`src/rtl/ebc_pkg.sv`:
```
package ebc_pkg;
    localparam int WAIT_W = 2;

    typedef enum logic [2:0] {
        S_IDLE,
        S_GAP,
        S_ADR,
        S_T1,
        S_T2,
        S_WT,
        S_TL
    } seq_state_t;

    // group register layout: [3] chip-select invert, [2:1] waits, [0] 3-state
    typedef struct packed {
        logic              cs_inv;
        logic [WAIT_W-1:0] waits;
        logic              three_st;
    } grp_cfg_t;

    // mode register layout: [2] idle insertion, [1] strobe invert, [0] multiplexed
    typedef struct packed {
        logic idle_en;
        logic strobe_inv;
        logic mux_en;
    } mode_cfg_t;
endpackage

```
`src/rtl/ebc_regs.sv`:
```
module ebc_regs
    import ebc_pkg::*;
#(
    parameter int N_AREA = 3,
    parameter int MAP_W  = 2,
    parameter int SEL_W  = 3,
    parameter int CFG_W  = 8
) (
    input  logic                      clk,
    input  logic                      rst_n,
    input  logic                      cfg_we,
    input  logic [SEL_W-1:0]          cfg_sel,
    input  logic [CFG_W-1:0]          cfg_wdata,
    output mode_cfg_t                 mode,
    output logic [N_AREA*MAP_W-1:0]   win_map,
    output grp_cfg_t [N_AREA-1:0]     grp
);
    localparam int SEL_MODE = 0;
    localparam int SEL_MAP  = 1;
    localparam int SEL_GRP0 = 2;
    localparam int MODE_W   = $bits(mode_cfg_t);
    localparam int GRP_W    = $bits(grp_cfg_t);

    always_ff @(posedge clk or negedge rst_n) begin
        if (!rst_n) begin
            mode <= '{idle_en: 1'b1, strobe_inv: 1'b0, mux_en: 1'b0};
        end else if (cfg_we && cfg_sel == SEL_W'(SEL_MODE)) begin
            mode <= mode_cfg_t'(cfg_wdata[MODE_W-1:0]);
        end
    end

    always_ff @(posedge clk or negedge rst_n) begin
        if (!rst_n) begin
            for (int i = 0; i < N_AREA; i++) begin
                win_map[i*MAP_W +: MAP_W] <= MAP_W'(i + 1);
            end
        end else if (cfg_we && cfg_sel == SEL_W'(SEL_MAP)) begin
            win_map <= cfg_wdata[N_AREA*MAP_W-1:0];
        end
    end

    for (genvar g = 0; g < N_AREA; g++) begin : g_grp
        always_ff @(posedge clk or negedge rst_n) begin
            if (!rst_n) begin
                grp[g] <= '{cs_inv: 1'b0, waits: '0, three_st: 1'b1};
            end else if (cfg_we && cfg_sel == SEL_W'(SEL_GRP0 + g)) begin
                grp[g] <= grp_cfg_t'(cfg_wdata[GRP_W-1:0]);
            end
        end
    end
endmodule

```
`src/rtl/ebc_decode.sv`:
```
module ebc_decode
    import ebc_pkg::*;
#(
    parameter int WIN_W  = 2,
    parameter int N_AREA = 3,
    parameter int MAP_W  = 2
) (
    input  logic [WIN_W-1:0]          win,
    input  logic [N_AREA*MAP_W-1:0]   win_map,
    input  grp_cfg_t [N_AREA-1:0]     grp,
    output logic [N_AREA-1:0]         cs_sel,
    output grp_cfg_t                  sel_cfg
);
    logic [MAP_W-1:0] area;

    always_comb begin
        area = '0;
        if (win != '0) begin
            area = win_map[(int'(win) - 1)*MAP_W +: MAP_W];
        end
    end

    // basic area and area 1 share group 0
    always_comb begin
        if (area <= MAP_W'(1)) begin
            sel_cfg = grp[0];
        end else begin
            sel_cfg = grp[int'(area) - 1];
        end
    end

    for (genvar i = 0; i < N_AREA; i++) begin : g_cs
        assign cs_sel[i] = (area == MAP_W'(i + 1));
    end
endmodule

```
`src/rtl/ebc_seq.sv`:
```
module ebc_seq
    import ebc_pkg::*;
#(
    parameter int DATA_W = 16,
    parameter int EXT_AW = 16,
    parameter int N_AREA = 3
) (
    input  logic                clk,
    input  logic                rst_n,
    input  logic                req,
    input  logic                req_wr,
    input  logic [EXT_AW-1:0]   addr_lo,
    input  logic [DATA_W-1:0]   wdata,
    input  logic [DATA_W-1:0]   ad_in,
    input  mode_cfg_t           mode,
    input  logic                three_st,
    input  logic [WAIT_W-1:0]   waits,
    input  logic [N_AREA-1:0]   cs_sel,
    input  logic [N_AREA-1:0]   cs_inv,
    output logic                ack,
    output logic [DATA_W-1:0]   rd_data,
    output logic [EXT_AW-1:0]   ext_addr,
    output logic [DATA_W-1:0]   ad_out,
    output logic                ad_oe,
    output logic [N_AREA-1:0]   cs_n,
    output logic                as_n,
    output logic                ah_n,
    output logic                rd_n,
    output logic                wr_n
);
    seq_state_t          state_q, state_d;
    logic                r_wr, r_mux, r_three;
    logic [WAIT_W-1:0]   r_wait, wcnt_q;
    logic [N_AREA-1:0]   r_cs;
    logic [EXT_AW-1:0]   r_addr;
    logic [DATA_W-1:0]   r_wdata, rd_q;
    logic                ack_q, last_rd_q;
    logic                start, need_gap;

    assign start    = req && !ack_q && (state_q == S_IDLE);
    assign need_gap = mode.idle_en && req_wr && last_rd_q;

    // next-state logic
    always_comb begin
        state_d = state_q;
        unique case (state_q)
            S_IDLE: begin
                if (start) begin
                    if (need_gap)          state_d = S_GAP;
                    else if (mode.mux_en)  state_d = S_ADR;
                    else                   state_d = S_T1;
                end
            end
            S_GAP:  state_d = r_mux ? S_ADR : S_T1;
            S_ADR:  state_d = S_T1;
            S_T1: begin
                if (r_three)               state_d = S_T2;
                else if (r_wait != '0)     state_d = S_WT;
                else                       state_d = S_TL;
            end
            S_T2:   state_d = (r_wait != '0) ? S_WT : S_TL;
            S_WT:   state_d = (wcnt_q == r_wait - WAIT_W'(1)) ? S_TL : S_WT;
            S_TL:   state_d = S_IDLE;
            default: state_d = S_IDLE;
        endcase
    end

    // state register
    always_ff @(posedge clk or negedge rst_n) begin
        if (!rst_n) state_q <= S_IDLE;
        else        state_q <= state_d;
    end

    // request capture, wait counter, completion
    always_ff @(posedge clk or negedge rst_n) begin
        if (!rst_n) begin
            r_wr      <= 1'b0;
            r_mux     <= 1'b0;
            r_three   <= 1'b0;
            r_wait    <= '0;
            r_cs      <= '0;
            r_addr    <= '0;
            r_wdata   <= '0;
            wcnt_q    <= '0;
            ack_q     <= 1'b0;
            rd_q      <= '0;
            last_rd_q <= 1'b0;
        end else begin
            if (start) begin
                r_wr    <= req_wr;
                r_mux   <= mode.mux_en;
                r_three <= three_st;
                r_wait  <= waits;
                r_cs    <= cs_sel;
                r_addr  <= addr_lo;
                r_wdata <= wdata;
            end
            if (state_q == S_WT) wcnt_q <= wcnt_q + WAIT_W'(1);
            else                 wcnt_q <= '0;
            ack_q <= (state_q == S_TL);
            if (state_q == S_TL) begin
                last_rd_q <= !r_wr;
                if (!r_wr) rd_q <= ad_in;
            end
            if (state_q == S_TL && r_wr) begin
                r_cs <= '0;
            end else if (state_q == S_TL) begin
                r_cs <= '0;
            end
        end
    end

    // pin outputs
    always_comb begin
        logic data_ph, sel_ph, wr_ph;
        data_ph  = (state_q == S_T1) || (state_q == S_T2) ||
                   (state_q == S_WT) || (state_q == S_TL);
        wr_ph    = (state_q == S_T2) || (state_q == S_WT) || (state_q == S_TL);
        sel_ph   = data_ph || (state_q == S_ADR);
        as_n     = !data_ph ^ mode.strobe_inv;
        ah_n     = !(state_q == S_ADR) ^ mode.strobe_inv;
        rd_n     = !(data_ph && !r_wr);
        wr_n     = !(wr_ph && r_wr);
        cs_n     = ~(r_cs & {N_AREA{sel_ph}}) ^ cs_inv;
        ext_addr = r_mux ? '0 : r_addr;
        ad_out   = (state_q == S_ADR) ? DATA_W'(r_addr) : r_wdata;
        ad_oe    = (state_q == S_ADR) || (data_ph && r_wr);
        ack      = ack_q;
        rd_data  = rd_q;
    end

    a_r11_ack_single: assert property (@(posedge clk) disable iff (!rst_n)
        ack_q |=> !ack_q);
    a_r11_no_start_in_ack: assert property (@(posedge clk) disable iff (!rst_n)
        ack_q |=> (state_q == S_IDLE));
    a_r5_last_then_idle: assert property (@(posedge clk) disable iff (!rst_n)
        (state_q == S_TL) |=> (state_q == S_IDLE));
    a_r6_wait_bound: assert property (@(posedge clk) disable iff (!rst_n)
        (state_q == S_WT) |-> (wcnt_q < r_wait));
    a_r8_adr_needs_mux: assert property (@(posedge clk) disable iff (!rst_n)
        (state_q == S_ADR) |-> r_mux);
    a_r9_gap_write_after_read: assert property (@(posedge clk) disable iff (!rst_n)
        (state_q == S_GAP) |-> (r_wr && last_rd_q && mode.idle_en));
    a_r3_cs_onehot: assert property (@(posedge clk) disable iff (!rst_n)
        $onehot0(r_cs));
    a_r12_no_oe_on_read: assert property (@(posedge clk) disable iff (!rst_n)
        (!r_wr && !rd_n) |-> !ad_oe);
endmodule

```
`src/rtl/ext_bus_ctrl.sv`:
```
module ext_bus_ctrl
    import ebc_pkg::*;
#(
    parameter int ADDR_W = 18,
    parameter int EXT_AW = 16,
    parameter int DATA_W = 16,
    parameter int N_AREA = 3,
    parameter int MAP_W  = 2,
    parameter int SEL_W  = 3,
    parameter int CFG_W  = 8
) (
    input  logic                clk,
    input  logic                rst_n,
    input  logic                cfg_we,
    input  logic [SEL_W-1:0]    cfg_sel,
    input  logic [CFG_W-1:0]    cfg_wdata,
    input  logic                req,
    input  logic                req_wr,
    input  logic [ADDR_W-1:0]   req_addr,
    input  logic [DATA_W-1:0]   req_wdata,
    output logic                ack,
    output logic [DATA_W-1:0]   rd_data,
    output logic [EXT_AW-1:0]   ext_addr,
    output logic [DATA_W-1:0]   ext_ad_out,
    output logic                ext_ad_oe,
    input  logic [DATA_W-1:0]   ext_ad_in,
    output logic [N_AREA-1:0]   ext_cs_n,
    output logic                ext_as_n,
    output logic                ext_ah_n,
    output logic                ext_rd_n,
    output logic                ext_wr_n
);
    localparam int WIN_W = ADDR_W - EXT_AW;

    mode_cfg_t               mode;
    logic [N_AREA*MAP_W-1:0] win_map;
    grp_cfg_t [N_AREA-1:0]   grp;
    grp_cfg_t                sel_cfg;
    logic [N_AREA-1:0]       cs_sel;
    logic [N_AREA-1:0]       cs_inv;

    for (genvar i = 0; i < N_AREA; i++) begin : g_inv
        assign cs_inv[i] = grp[i].cs_inv;
    end

    ebc_regs #(
        .N_AREA(N_AREA), .MAP_W(MAP_W), .SEL_W(SEL_W), .CFG_W(CFG_W)
    ) u_regs (
        .clk(clk), .rst_n(rst_n), .cfg_we(cfg_we), .cfg_sel(cfg_sel),
        .cfg_wdata(cfg_wdata), .mode(mode), .win_map(win_map), .grp(grp)
    );

    ebc_decode #(
        .WIN_W(WIN_W), .N_AREA(N_AREA), .MAP_W(MAP_W)
    ) u_dec (
        .win(req_addr[ADDR_W-1:EXT_AW]), .win_map(win_map), .grp(grp),
        .cs_sel(cs_sel), .sel_cfg(sel_cfg)
    );

    ebc_seq #(
        .DATA_W(DATA_W), .EXT_AW(EXT_AW), .N_AREA(N_AREA)
    ) u_seq (
        .clk(clk), .rst_n(rst_n), .req(req), .req_wr(req_wr),
        .addr_lo(req_addr[EXT_AW-1:0]), .wdata(req_wdata), .ad_in(ext_ad_in),
        .mode(mode), .three_st(sel_cfg.three_st), .waits(sel_cfg.waits),
        .cs_sel(cs_sel), .cs_inv(cs_inv),
        .ack(ack), .rd_data(rd_data), .ext_addr(ext_addr), .ad_out(ext_ad_out),
        .ad_oe(ext_ad_oe), .cs_n(ext_cs_n), .as_n(ext_as_n), .ah_n(ext_ah_n),
        .rd_n(ext_rd_n), .wr_n(ext_wr_n)
    );
endmodule

```
`config.mk`:
```
export PLATFORM = sky130hd
export DESIGN_NAME = ext_bus_ctrl
export DESIGN_NICKNAME = d
export VERILOG_FILES = /design/src/rtl/ebc_pkg.sv /design/src/rtl/ebc_regs.sv /design/src/rtl/ebc_decode.sv /design/src/rtl/ebc_seq.sv /design/src/rtl/ext_bus_ctrl.sv
export SDC_FILE = /design/constraint.sdc
export NUM_CORES = 1
export LEC_CHECK = 0
export CORE_UTILIZATION = 45
export CTS_CLUSTER_DIAMETER = 40
export DETAILED_ROUTE_END_ITERATION = 10
export DONT_BUFFER_PORTS = 1
export PLACE_DENSITY = 0.58
export SLEW_MARGIN = 25
export SYNTH_ARGS = -nofsm -noshare
export SYNTH_HDL_FRONTEND = slang
export SYNTH_SLANG_ARGS = --single-unit
export TNS_END_PERCENT = 100
```
`constraint.sdc`:
```
create_clock -name clk -period 4.8 [get_ports clk]
set_input_delay 0.48 -clock clk [delete_from_list [all_inputs] [get_ports clk]]
set_output_delay 0.48 -clock clk [all_outputs]
set_load 0.02 [all_outputs]
```
==> reports/qor.yml, run 1 <==
setup_path:
  arrival_ns: 2.29
  r2r-end: "u_seq.r_wait[0]$_DFFE_PN0P_"
  crit_end: "ext_ad_out[0]"
  cp.required_ns: 4.32
  end_kind: "output port"
  worst_setup_path_start_kind: "flop"
  reg2reg_depth: 9
  r2r_start: "u_regs.win_map[5]$_DFFE_PN1P_"
  worstSetupPathType: "flop to output port"
  cp-startpoint: "u_seq.state_q[1]$_DFFE_PN0P_"
  path_max_fanout: 17
  rrSetupSlack_ns: 2.41
synthesis:
  syn_nets: 446
  netlist_instances: 375
  mappedNetlistArea_sq_um: 3960
  yosys.cell_types.count: 40
  seq_area_frac_synth: 0.533
  ys_ff_latch: 84
  yosys_warnings: 0
  syn_area_per_cell_sq_um: 10.6
floorplanning:
  floorplan.initialDensity: 0.473
  die_area_sq_um: 9190
  rows: 33
  coreArea_sq_um: 8380
  dieHeight_microns: 95.9
  io_pins: 123
  die_w_microns: 95.9
final_layout:
  design_area_sq_um: 4250
  instances_no_fill: 484
  syn2layout_area_growth_pct: 7.13
  drive_gt1_frac: 0.216
  num_antenna_cells: 0
  num-nets-final: 445
clocking:
  cts.sinks: 84
  postCtsSetupRepairBufs: 0
  clkTransAtPathRegs_ns: 0.09
  cts_root_buf: "clkbuf_8"
  htree_levels: 3
  cts_buffers: 9
  clkLatencyLatePin_ns: 0.34
  tritoncts: "done"
  cts.repair.resized: 0
  cts_buffer_depth: 2
timing:
  hold_viol_final: 0
  max_freq_ghz: 0.361
  period_share: 0.577
  final_max_slew_viol_count: 0
  final.setup_skew_ns: 0.0159
  max-slew-margin-rel: 0.377
  setup_viol: 0
  fin_tns_setup_ns: 0
  period_minus_slack_ns: 2.77
  worst_slew_pin_slew_ns: 0.934
  rsz0062_at_grt: "false"
global_route:
  grt_max_degree: 85
  antenna_found_initial: 0
  grt.overflow.total: 0
  grt_pass1_wl_microns: 12100
  grt_usage: 0.177
  grt_pass1_vias: 2440
route:
  postRouteAntennaNets: 0
  vias: 2577
  dr.pass1.iters: 4
  drt-initial-drc-count: 107
  totalWireLength_microns: 7840
  vias_per_cell: 5.32
  post-route-drc-count: 0
  wl_per_cell_microns: 16.2
power_and_ir_drop:
  power_frac_comb: 0.382
  ir_drop_mv: 0.310
  p_seq_frac: 0.453
  switchingPower_w: 0.00124
  switching_share: 0.424
  totalPowerFinal_w: 0.00292
  powerDensity_nw_per_um2: 687
  clkPwrFrac: 0.165
  p_leak_nw: 1.96
  p_int_w: 0.00168
placement:
  hpwl_microns: 5440
  io_buffers: 0
  gp_congestion: 0.781
  dp.cells: 467
  postPlaceCellArea_sq_um: 4030
outcome:
  status: "finished clean"
flow_run:
  cap_violations: 0
worst_hold_path:
  hold_class: "input pin to asynchronous set/reset pin"
-- cell usage after synthesis --
library cell,instances,area share
buf_2,5,0.0063
o22a_1,1,0.0022
o21ai_0,3,0.0038
nor2_4,1,0.0028
nor3b_4,1,0.0047
a221oi_1,1,0.0022
and2_1,1,0.0016
o221a_1,3,0.0085
o22ai_1,1,0.0016
or3_1,1,0.0016
nor3_2,1,0.0025
nor3_1,1,0.0013
nor2_1,11,0.010
a21o_1,2,0.0038
xnor2_1,5,0.011
dfrtp_1,76,0.48
o32ai_2,1,0.0041
and3b_1,1,0.0022
nor3b_1,2,0.0038
nand2b_1,3,0.0047
clkbuf_1,6,0.0057
xor2_1,3,0.0066
a211oi_1,1,0.0019
or3b_1,1,0.0022
ha_1,5,0.016
mux2_2,53,0.15
dfstp_2,8,0.053
o221a_2,1,0.0028
nand3b_1,3,0.0057
a211o_1,1,0.0022
buf_4,4,0.0076
inv_1,9,0.0085
o2111ai_1,3,0.0066
nand3_1,4,0.0051
o32ai_1,1,0.0022
nor2b_1,19,0.030
nand2_1,119,0.11
and3_1,1,0.0016
mux2i_1,4,0.010
a21oi_1,8,0.010
-- final cells by class --
class	count	area, sq um
clock inverter	4	51.3
fill	750	4140
tap	105	131
timing repair buffer	3	42.5
multi-input combinational	267	1740
clock buffer	12	135
sequential	84	2110
inverter	9	33.8
-- flip-flops by register name, indices dropped and copies added, names as in the netlist --
signal,cells
u_seq.r_mux,1
u_seq.last_rd_q,1
u_seq.state_q,3
u_regs.mode,3
u_seq.wcnt_q,2
u_seq.r_addr,16
u_seq.r_wait,2
u_regs.grp,12
u_seq.rd_data,16
u_seq.r_cs,3
u_seq.ack,1
u_seq.r_wdata,16
u_regs.win_map,6
u_seq.r_three,1
u_seq.r_wr,1
-- routing by layer --
| layer | up-vias | share of wire | GRT usage |
|---|---|---|---|
| met5 | - | 0 | 0 |
| met4 | 0 | 0.013 | 0.0721 |
| met3 | 9 | 0.071 | 0.0545 |
| met2 | 72 | 0.47 | 0.286 |
| met1 | 1251 | 0.45 | 0.220 |
| li1 | 1245 | - | - |
-- per-stage QoR --
| stage | utilization | setup slack (ns) | hold slack (ns) |
|---|---|---|---|
| floorplan | - | 2.24 | 0.184 |
| finish | 0.507 | 2.03 | 0.0381 |
| detailed placement | 0.481 | 1.99 | 0.186 |
| CTS | 0.507 | 1.98 | 0.0388 |
| global placement | 0.481 | 2.05 | 0.186 |
| global route | 0.507 | 1.86 | 0.0494 |
-- timing repair --
action                     CTS  global route
hold buffers                 1             0
hold endpoints to repair    84             0
setup endpoints to repair    0             0
-- cell families after synthesis --
kind of cell,after synthesis,synth area share
fa+ha+maj,5,0.0158
buf+inv,24,0.0281
simple gates,170,0.193
xor+xnor,8,0.0177
flops,84,0.533
mux,57,0.161
compound gates,27,0.0521
-- critical path: stages (launching register included) --
cell and delay [ns]:
dfrtp_1 0.60, nor3b_4 0.85, mux2_2 0.49
-- power groups by stage --
stage          Combinational, W  Sequential (W)  Clock [W]
2_1_floorplan           0.00103         0.00123          0
3_3_place_gp            0.00110         0.00133          0
3_5_place_dp            0.00111         0.00134          0
4_1_cts                 0.00113         0.00132   0.000504
6_report                0.00111         0.00132   0.000481
5_1_grt                 0.00124         0.00137   0.000533
-- how the worst min path moves through the flow --
| stage | depth (start not counted) | slack (ns) | to | startpoint |
|---|---|---|---|---|
| global placement | 0 | 0.19 | u_seq.r_addr[1]$_DFFE_PN0P_ | rst_n |
| finish | 1 | 0.04 | u_seq.r_addr[13]$_DFFE_PN0P_ | rst_n |
| CTS | 1 | 0.04 | u_seq.r_addr[11]$_DFFE_PN0P_ | rst_n |
| global route | 1 | 0.05 | u_seq.r_addr[11]$_DFFE_PN0P_ | rst_n |
| detailed placement | 0 | 0.19 | u_seq.r_addr[1]$_DFFE_PN0P_ | rst_n |
| floorplan | 0 | 0.18 | u_regs.grp[10]$_DFFE_PN0P_ | rst_n |
-- placed cells by master, fill, tap and decap left out, types with 3 or more instances in the layout --
cell type and n:
a21oi_1 8, clkbuf_1 3, clkbuf_8 9, dfrtp_1 76
dfstp_2 8, ha_1 5, inv_1 9, mux2_2 53
mux2i_1 4, nand2_1 119, nand2b_1 3, nand3_1 4
nand3b_1 3, nor2_1 11, nor2b_1 19, o2111ai_1 3
o21ai_0 3, o221a_1 3, xnor2_1 5, xor2_1 3
Power figures use the tool's default switching activity.
==> run 2, diff against run 1 <==
Settings changed: PLACE_DENSITY 0.58 to 0.6.
Clock period 4.8 ns to 2.54 ns, I/O delays scaled along.
==> reports/qor.yml, run 2 (synthesis results as in run 1) <==
final_layout:
  syn2layout_area_growth_pct: 9.88  # was 7.13%
  final_common_cell: "nand2_1"  # unchanged
  drive_gt1_frac: 0.220  # was 0.216
  layout_common_cells: "nand2_1 (119), dfrtp_1 (76), mux2_2 (53), nor2b_1 (19), nor2_1 (11)"  # unchanged
  n_fill_cell: 765  # was 750
  num-nets-final: 457  # was 445
  instances_no_fill: 496  # was 484
  num_antenna_cells: 0  # unchanged
  design_area_sq_um: 4360  # was 4250 sq um
placement:
  io_buffers: 0  # unchanged
  dp.cells: 471  # was 467
  postPlaceCellArea_sq_um: 4060  # was 4030 sq um
  hpwl_microns: 5550  # was 5440 microns
  gp_congestion: 0.792  # was 0.781
floorplanning:
  die_area_sq_um: 9190  # unchanged
  io_pins: 123  # unchanged
  dieHeight_microns: 95.9  # unchanged
  rows: 33  # unchanged
  die_w_microns: 95.9  # unchanged
  coreArea_sq_um: 8380  # unchanged
  floorplan.initialDensity: 0.473  # unchanged
route:
  totalWireLength_microns: 7910  # was 7840 microns
  postRouteAntennaNets: 0  # unchanged
  post-route-drc-count: 0  # unchanged
  wl_per_cell_microns: 16.0  # was 16.2 microns
  dr.pass1.iters: 5  # was 4
  drt-initial-drc-count: 90  # was 107
  vias_per_cell: 5.33  # was 5.32
  vias: 2644  # was 2577
setup_path:
  worst-path-buf-inv: 1  # was 0
  end_kind: "flop"  # was output port
  cp.required_ns: 2.82  # was 4.32 ns
  worst_path_max_delay_cell: "dfstp_2"  # was nor3b_4
  path_max_fanout: 4  # was 17
  path_cells: "mux2i_1, nand2b_1, a21oi_1, inv_1, ha_1, or3b_1, o32ai_2, o22a_1, o221a_1"  # was nor3b_4, mux2_2
  worst_setup_path_start_kind: "flop"  # unchanged
  cpLargestDelayFamily: "compound AO/OA/AOI/OAI gates"  # was simple AND/OR/NAND/NOR gates
  worstSetupPathType: "flop to flop"  # was flop to output port
  arrival_ns: 2.62  # was 2.29 ns
  slowest_delay_ns: 0.54  # was 0.85 ns
power_and_ir_drop:
  powerDensity_nw_per_um2: 1280  # was 687 nW/um^2
  ir_drop_mv: 0.445  # was 0.310 mV
  p_leak_nw: 2.01  # was 1.96 nW
timing:
  rsz0062_at_grt: "false"  # unchanged
  setup_viol: 0  # unchanged
  period_minus_slack_ns: 2.35
  fin_tns_setup_ns: 0  # unchanged
  period_share: 0.923
  max_freq_ghz: 0.426
  final.setup_skew_ns: 0.00999  # was 0.0159 ns
  final_max_slew_viol_count: 0  # unchanged
  worst_slew_pin_slew_ns: 0.679  # was 0.934 ns
  hold_viol_final: 0  # unchanged
  max-slew-margin-rel: 0.544  # was 0.377
global_route:
  grt_pass1_wl_microns: 12600  # was 12100 microns
  grt.overflow.total: 0  # unchanged
  grt_pass1_vias: 2524  # was 2440
  grt_max_degree: 85  # unchanged
  grt_usage: 0.183  # was 0.177
  antenna_found_initial: 0  # unchanged
clocking:
  cts_root_buf: "clkbuf_8"  # unchanged
  ctsHoldBuffers: 7  # was 1
  htree_levels: 3  # unchanged
  cts_buffers: 9  # unchanged
  cts.repair.resized: 0  # unchanged
  tritoncts: "done"  # unchanged
  cts_buffer_depth: 2  # unchanged
  clkLatencyLatePin_ns: 0.34  # about the same
  cts.sinks: 84  # unchanged
  clkTransAtPathRegs_ns: 0.08  # was 0.09 ns
  postCtsSetupRepairBufs: 0  # unchanged
worst_hold_path:
  hold_class: "input pin to flop"  # was input pin to asynchronous set/reset pin
flow_run:
  cap_violations: 0  # unchanged
outcome:
  status: "finished clean"  # unchanged
run 2: changes by cell type in the layout (fill, tap and decap cells not counted), sizes merged:
cell	delta
buf	+4
dlygate4sd3	+8
clkinvlp	+1
clkinv	-1
run 2: routing by layer:
| metal | track usage | routed length [microns] | up-vias | part of all wire |
|---|---|---|---|---|
| li1 | - | - | 1265 | - |
| met1 | 0.226 | 3480 | 1275 | 0.44 |
| met2 | 0.302 | 3780 | 95 | 0.48 |
| met3 | 0.0474 | 540 | 9 | 0.068 |
| met4 | 0.0796 | 109 | 0 | 0.014 |
| met5 | 0 | 0 | - | 0 |
run 2: cell type report:
class                      count  area, sq um  area share
clock inverter                 4         50.0      0.0115
clock buffer                  12          135      0.0310
sequential                    84         2110       0.485
timing repair buffer          15          153      0.0350
tap                          105          131      0.0302
inverter                       9         33.8     0.00776
multi-input combinational    267         1740       0.400
run 2: where the power goes:
group,switching (W),internal (W),total [W]
registers,0.000616,0.00189,0.00250
clock network,0.000455,0.000455,0.000910
logic,0.00128,0.000871,0.00215
run 2: stage by stage:
stage / hold slack [ns] / total power [W] / worst slack [ns] / util
5_1_grt: 0.00129 / 0.00599 / 0.0816 / 0.520
3_3_place_gp: -0.0400 / 0.00462 / 0.0746 / 0.485
3_5_place_dp: -0.0400 / 0.00468 / 0.0127 / 0.485
4_1_cts: 0.00158 / 0.00565 / 0.179 / 0.517
2_1_floorplan: -0.0416 / 0.00427 / 0.209 / -
6_report: 0.0232 / 0.00557 / 0.195 / 0.520
run 2: final timing paths:
kind | start | endpoint | slack (ns) | cells after the start
max | u_regs.win_map[5]$_DFFE_PN1P_ | u_seq.r_three$_DFFE_PN0P_ | 0.19 | 9
min | req_wdata[12] | u_seq.r_wdata[12]$_DFFE_PN0P_ | 0.02 | 2
max reg2reg | u_regs.win_map[5]$_DFFE_PN1P_ | u_seq.r_three$_DFFE_PN0P_ | 0.19 | 9
min reg2reg | u_seq.last_rd_q$_DFFE_PN0N_ | u_seq.last_rd_q$_DFFE_PN0N_ | 0.48 | 1
max in group asynchronous | rst_n | u_regs.mode[2]$_DFFE_PN1P_ | 1.69 | 2
min in group asynchronous | rst_n | u_seq.r_addr[3]$_DFFE_PN0P_ | 0.45 | 2
run 2: worst reg2reg max path: cells and delay by family, from the launching register on:
family,cells,cell delay [ns]
DFF,1,0.54
and+or+nand+nor,2,0.53
muxes,1,0.08
buffers and inverters,1,0.07
adders and majority gates,1,0.22
AOI/OAI and AO/OA,4,0.83
